==> src/rtl/wsc_pkg.sv <==
package wsc_pkg;

    localparam int CNT_W   = 2;
    localparam int NUM_CLS = 6;
    localparam int CFG_DW  = 16;
    localparam int RA_W    = 2;
    localparam int WAITS_W = CNT_W * NUM_CLS;

    typedef enum logic [1:0] {
        MST_CPU  = 2'd0,
        MST_DMA  = 2'd1,
        MST_RFSH = 2'd2,
        MST_RSV  = 2'd3
    } master_e;

    typedef enum logic [2:0] {
        CLS_LOW  = 3'd0,
        CLS_MID  = 3'd1,
        CLS_HIGH = 3'd2,
        CLS_IO   = 3'd3,
        CLS_DMA  = 3'd4,
        CLS_RFSH = 3'd5
    } wclass_e;

    typedef enum logic [1:0] {
        AREA_LOW  = 2'd0,
        AREA_MID  = 2'd1,
        AREA_HIGH = 2'd2
    } area_e;

    typedef enum logic [RA_W-1:0] {
        REG_WAITS = 2'd0,
        REG_BLO   = 2'd1,
        REG_BHI   = 2'd2,
        REG_NONE  = 2'd3
    } regsel_e;

    typedef struct packed {
        logic    start;
        master_e master;
        logic    io;
    } cyc_ctl_t;

    localparam logic [CNT_W-1:0] CNT_RST = '1;

    function automatic wclass_e pick_class(master_e m, logic io, area_e a);
        wclass_e c;
        case (m)
            MST_CPU: begin
                if (io)
                    c = CLS_IO;
                else if (a == AREA_LOW)
                    c = CLS_LOW;
                else if (a == AREA_MID)
                    c = CLS_MID;
                else
                    c = CLS_HIGH;
            end
            MST_DMA: c = CLS_DMA;
            default: c = CLS_RFSH;
        endcase
        return c;
    endfunction

endpackage

==> src/rtl/wsc_regs.sv <==
module wsc_regs
    import wsc_pkg::*;
#(
    parameter int              BND_W   = 4,
    parameter logic [BND_W-1:0] BLO_RST = 4'h4,
    parameter logic [BND_W-1:0] BHI_RST = 4'hC
) (
    input  logic                            clk,
    input  logic                            rst,
    input  logic                            we,
    input  logic [RA_W-1:0]                 addr,
    input  logic [CFG_DW-1:0]               wdata,
    output logic [CFG_DW-1:0]               rdata,
    output logic [NUM_CLS-1:0][CNT_W-1:0]   waits,
    output logic [BND_W-1:0]                bnd_lo,
    output logic [BND_W-1:0]                bnd_hi
);

    regsel_e sel;
    assign sel = regsel_e'(addr);

    logic wr_waits, wr_lo, wr_hi;
    assign wr_waits = we && (sel == REG_WAITS);
    assign wr_lo    = we && (sel == REG_BLO);
    assign wr_hi    = we && (sel == REG_BHI);

    // One field register per wait class
    for (genvar g = 0; g < NUM_CLS; g++) begin : g_field
        always_ff @(posedge clk) begin
            if (rst)
                waits[g] <= CNT_RST;
            else if (wr_waits)
                waits[g] <= wdata[g*CNT_W +: CNT_W];
        end
    end

    always_ff @(posedge clk) begin
        if (rst) begin
            bnd_lo <= BLO_RST;
            bnd_hi <= BHI_RST;
        end else begin
            if (wr_lo) bnd_lo <= wdata[BND_W-1:0];
            if (wr_hi) bnd_hi <= wdata[BND_W-1:0];
        end
    end

    always_comb begin
        rdata = '0;
        case (sel)
            REG_WAITS: rdata[WAITS_W-1:0] = waits;
            REG_BLO:   rdata[BND_W-1:0]   = bnd_lo;
            REG_BHI:   rdata[BND_W-1:0]   = bnd_hi;
            default:   rdata = '0;
        endcase
    end


    regs_hold_chk: assert property (@(posedge clk) disable iff (rst)
        !we |=> $stable(waits) && $stable(bnd_lo) && $stable(bnd_hi));


    regs_none_chk: assert property (@(posedge clk) disable iff (rst)
        (we && addr == 2'd3) |=> $stable(waits) && $stable(bnd_lo) && $stable(bnd_hi));


    regs_rst_chk: assert property (@(posedge clk) disable iff (rst)
        $past(rst) |-> (waits == '1) && (bnd_lo == BLO_RST) && (bnd_hi == BHI_RST));

endmodule

==> src/rtl/wsc_region.sv <==
module wsc_region
    import wsc_pkg::*;
#(
    parameter int BND_W = 4
) (
    input  logic [BND_W-1:0] upper,
    input  logic [BND_W-1:0] bnd_lo,
    input  logic [BND_W-1:0] bnd_hi,
    output area_e            area
);

    logic below_lo, below_hi;
    assign below_lo = upper < bnd_lo;
    assign below_hi = upper < bnd_hi;

    always_comb begin
        if (below_lo)
            area = AREA_LOW;
        else if (below_hi)
            area = AREA_MID;
        else
            area = AREA_HIGH;
    end

endmodule

==> src/rtl/wsc_counter.sv <==
module wsc_counter
    import wsc_pkg::*;
(
    input  logic             clk,
    input  logic             rst,
    input  logic             load,
    input  logic [CNT_W-1:0] load_val,
    output logic             ready
);

    logic [CNT_W-1:0] cnt;

    always_ff @(posedge clk) begin
        if (rst)
            cnt <= '0;
        else if (load)
            cnt <= load_val;
        else if (cnt != '0)
            cnt <= cnt - 1'b1;
    end

    assign ready = (cnt == '0);


    wait_low_chk: assert property (@(posedge clk) disable iff (rst)
        (load && load_val != '0) |=> !ready);


    zero_wait_chk: assert property (@(posedge clk) disable iff (rst)
        (load && load_val == '0) |=> ready);


    count_step_chk: assert property (@(posedge clk) disable iff (rst)
        (!load && !ready) |=> (cnt == $past(cnt) - 1'b1));


    idle_hold_chk: assert property (@(posedge clk) disable iff (rst)
        (!load && ready) |=> ready);

endmodule

==> src/rtl/wait_state_ctrl.sv <==
module wait_state_ctrl
    import wsc_pkg::*;
#(
    parameter int ADDR_W = 16,
    parameter int BND_W  = 4,
    parameter logic [BND_W-1:0] BLO_RST = 4'h4,
    parameter logic [BND_W-1:0] BHI_RST = 4'hC
) (
    input  logic              clk,
    input  logic              rst,
    input  logic              cfg_we,
    input  logic [1:0]        cfg_addr,
    input  logic [15:0]       cfg_wdata,
    output logic [15:0]       cfg_rdata,
    input  logic              cyc_start,
    input  logic [1:0]        cyc_master,
    input  logic              cyc_io,
    input  logic [ADDR_W-1:0] cyc_addr,
    output logic              ready
);

    localparam int UP_LSB = ADDR_W - BND_W;

    logic [NUM_CLS-1:0][CNT_W-1:0] waits;
    logic [BND_W-1:0]              bnd_lo, bnd_hi;
    area_e                         area;
    wclass_e                       cls;
    logic [CNT_W-1:0]              sel_cnt;
    cyc_ctl_t                      ctl;

    assign ctl = '{start: cyc_start, master: master_e'(cyc_master), io: cyc_io};

    wsc_regs #(
        .BND_W   (BND_W),
        .BLO_RST (BLO_RST),
        .BHI_RST (BHI_RST)
    ) u_regs (
        .clk    (clk),
        .rst    (rst),
        .we     (cfg_we),
        .addr   (cfg_addr),
        .wdata  (cfg_wdata),
        .rdata  (cfg_rdata),
        .waits  (waits),
        .bnd_lo (bnd_lo),
        .bnd_hi (bnd_hi)
    );

    wsc_region #(
        .BND_W (BND_W)
    ) u_region (
        .upper  (cyc_addr[ADDR_W-1:UP_LSB]),
        .bnd_lo (bnd_lo),
        .bnd_hi (bnd_hi),
        .area   (area)
    );

    assign cls     = pick_class(ctl.master, ctl.io, area);
    assign sel_cnt = waits[cls];

    wsc_counter u_cnt (
        .clk      (clk),
        .rst      (rst),
        .load     (ctl.start),
        .load_val (sel_cnt),
        .ready    (ready)
    );


    dma_class_chk: assert property (@(posedge clk) disable iff (rst)
        (cyc_start && cyc_master == 2'd1) |-> (sel_cnt == cfg_rdata_waits_dma()));


    io_class_chk: assert property (@(posedge clk) disable iff (rst)
        (cyc_start && cyc_master == 2'd0 && cyc_io) |-> (sel_cnt == waits[CLS_IO]));


    rfsh_class_chk: assert property (@(posedge clk) disable iff (rst)
        (cyc_start && cyc_master[1]) |-> (sel_cnt == waits[CLS_RFSH]));


    high_area_chk: assert property (@(posedge clk) disable iff (rst)
        (cyc_start && cyc_master == 2'd0 && !cyc_io
         && cyc_addr[ADDR_W-1:UP_LSB] >= bnd_lo && cyc_addr[ADDR_W-1:UP_LSB] >= bnd_hi)
        |-> (sel_cnt == waits[CLS_HIGH]));

    function automatic logic [CNT_W-1:0] cfg_rdata_waits_dma();
        return waits[CLS_DMA];
    endfunction

endmodule

==> config.mk <==
export PLATFORM = sky130hd
export DESIGN_NAME = wait_state_ctrl
export DESIGN_NICKNAME = d
export VERILOG_FILES = /design/src/rtl/wsc_pkg.sv /design/src/rtl/wsc_regs.sv /design/src/rtl/wsc_region.sv /design/src/rtl/wsc_counter.sv /design/src/rtl/wait_state_ctrl.sv
export SDC_FILE = /design/constraint.sdc
export NUM_CORES = 1
export LEC_CHECK = 0
export ABC_CLOCK_PERIOD_IN_PS = 4760
export BUFFER_PORTS_ARGS = -buffer_cell sky130_fd_sc_hd__buf_4
export CORE_MARGIN = 1
export CORE_UTILIZATION = 40
export CTS_BUF_LIST = sky130_fd_sc_hd__clkbuf_16
export CTS_CLUSTER_DIAMETER = 100
export CTS_CLUSTER_SIZE = 14
export DETAILED_ROUTE_END_ITERATION = 6
export GPL_TIMING_DRIVEN = 0
export PLACE_DENSITY = 0.69
export SLEW_MARGIN = 20
export SYNTH_ARGS = -nofsm -noshare
export SYNTH_HDL_FRONTEND = slang
export SYNTH_SLANG_ARGS = --single-unit
==> constraint.sdc <==
create_clock -name clk -period 4.76 [get_ports clk]
set_clock_uncertainty 0.05 [all_clocks]
set_input_delay 0.952 -clock clk [delete_from_list [all_inputs] [get_ports clk]]
set_output_delay 0.952 -clock clk [all_outputs]
set_load 0.005 [all_outputs]
==> results_dict.tcl <==
set metrics [dict create \
    power_density_mw_per_mm2 314 \
    post_cts_hold_buffer_count 0 \
    worstPathCellList "buf_2 > nor2_2 > clkbuf_1 > and2_1 > buf_4" \
    route.detailed.drc 0 \
    port_buffers 35 \
    clkTransAtPathRegs_ps 60 \
    yosysUniqueCellTypes 33 \
    ys_seq_area_frac 0.336 \
    critPathKind "in2out" \
    synth-edff-count 0 \
    drive_above_1_share 0.247 \
    die_h_um 59.3 \
    grt_pass1_vias 1198 \
    row_count 20 \
    grt_setup_unrepaired "false" \
    cpPeakStageDelay_ps 280 \
    ant_nets 0 \
    io-pin-count 58 \
    finalCritPeriodShare 0.594 \
    seq_area_um2 440 \
    yosys.area.top_type "dfxtp_1" \
    maxCapViolCount 0 \
    layout_common_cells "buf_4, dfxtp_1, nand2_1" \
    crit_path_end_kind "output port" \
    multiInputGateArea_um2 781 \
    crit_buf_inv 3 \
    diodes 0 \
    hold_viol 0 \
    antenna_found_initial 0 \
    finalMaxSlewViolations 0 \
    hold_class "reg2reg" \
    yosysWarnings 0 \
    cts_resized 0 \
    setup_violations 0 \
    grt_overflow 0 \
    syn_area_per_cell_um2 8.41 \
    fill_cells 276 \
    cts_sinks 22 \
    fp.dieW_um 59.3 \
    fp.dieArea_mm2 0.00351 \
    arrival_ps 1820 \
    grt_pass1_wl_um 5040 \
    outcome "finished, final reports clean" \
    worstPathRequired_ps 3760 \
    peakVddDrop_mv 0.175 \
    synth.area.top_cells "dfxtp_1, a211o_1, ha_1" \
    nNetsFinal 247 \
    clock_latency_ps 260 \
    crit_family "buffers and inverters" \
    mostFrequentLayoutCell "buf_4" \
    power_leakage_nw 0.832 \
    place_hpwl_um 2520 \
    initial_utilization 0.426 \
    fmax_mhz 354 \
    wl_um 3230 \
    async_flop_share 0 \
    syn_inst 156 \
    synth_area_mm2 0.00131 \
    synth_top_area_share 0.336 \
    drtIter0Drc 43 \
    clock_path_buffers 2 \
    first_pass_iters 4 \
    grt_util_all_layers 0.192 \
    post_drt_via_cell_ratio 5.17 \
    cp-start-kind "input port" \
    area.growth.synth_to_final_pct 33.1 \
    place.gp.congestion 0.808 \
    ys.flop_type "dfxtp_1" \
    critical_path.slowest_cell "clkbuf_1" \
    cp_max_fo 10 \
    fin_crit_ps 2830 \
    wl_per_cell_um 13.3 \
    numCtsBuffers 3 \
    power.total_w 0.000547 \
    core_area_mm2 0.00308 \
    post_cts_buffers 0 \
    grt_max_degree 14 \
    vias 1250 \
    root_buffer "clkbuf_16" \
    h-tree-depth 1 \
    synth-seq-cells 22 \
    cts_tree "yes" \
    fin_setup_tns_ps 0 \
]
==> layer usage <==
| metal | vias up | track usage | share of wire |
|---|---|---|---|
| li1 | 634 | - | - |
| met1 | 575 | 0.231 | 0.47 |
| met2 | 34 | 0.326 | 0.46 |
| met3 | 7 | 0.0349 | 0.047 |
| met4 | 0 | 0.0918 | 0.020 |
| met5 | - | 0 | 0 |
==> metrics by stage <==
stage               setup slack, ps   util  hold WS (ps)  instances  area (µm²)
floorplan                      2180      -           400        159        1320
global placement               1950  0.533           414        238        1640
detailed placement             1930  0.533           424        238        1640
CTS                            1930  0.567           437        242        1750
global route                   1850  0.567           461        242        1750
finish                         1930  0.567           438        242        1750
==> power breakdown <==
part | switching, W | total, W | internal [W]
registers | 0.00000731 | 0.000202 | 0.000195
logic | 0.0000484 | 0.000104 | 0.0000556
clock network | 0.0000739 | 0.000241 | 0.000167
total | 0.000130 | 0.000547 | 0.000418
==> final cells by class <==
class                           count  area share
Multi-Input combinational cell    115       0.447
Sequential cell                    22       0.252
Timing Repair Buffer               35       0.151
Clock buffer                        3      0.0430
Buffer                             13      0.0387
Tap cell                           44      0.0315
Inverter                            9      0.0194
Clock inverter                      1      0.0172
==> final timing paths <==
check / slack [ps] / depth (start not counted) / startpoint / endpoint
min: 440 / 2 / u_regs.bnd_lo[0] / u_regs.bnd_lo[0]
min reg2reg: 440 / 2 / u_regs.bnd_lo[0] / u_regs.bnd_lo[0]
max reg2reg: 3120 / 6 / u_regs.bnd_hi[2] / u_cnt.cnt[0]
max: 1930 / 5 / cfg_addr[1] / cfg_rdata[10]
==> worst register-to-register path, stage by stage (launching register included) <==
cell      delay (ps)
dfxtp_1          350
inv_1             80
ha_1             270
o21ai_0           70
o21bai_1         330
mux2i_1          290
o21ai_1           90
==> synthesized netlist by cell type (all sizes together), types with 2 or more instances <==
library cell  number
dfxtp             22
nand2             14
a211o             13
and3              12
inv                9
o21ai              9
and2               8
mux2i              8
a21oi              7
buf                7
ha                 7
clkbuf             6
nand2b             6
nand3b             5
nor2               5
nand3              3
nor3               2
==> state kept, by name (all words and copies together), names as in the netlist <==
| name | cells |
|---|---|
| u_regs.bnd_lo | 4 |
| u_regs.waits | 12 |
| u_regs.bnd_hi | 4 |
| u_cnt.cnt | 2 |
==> cell families (layout without fill, tap and decap cells) <==
family | Yosys count | after routing | synth area share
flip-flops | 22 | 22 | 0.336
buffers and inverters | 22 | 61 | 0.0773
AND/OR/NAND/NOR | 57 | 57 | 0.238
adder cells (fa/ha/maj) | 7 | 7 | 0.0668
other | 1 | 4 | 0.00286
AO/OA/AOI/OAI | 38 | 38 | 0.212
multiplexers | 8 | 8 | 0.0611
XOR/XNOR | 1 | 1 | 0.00668
Power figures use the tool's default switching activity.
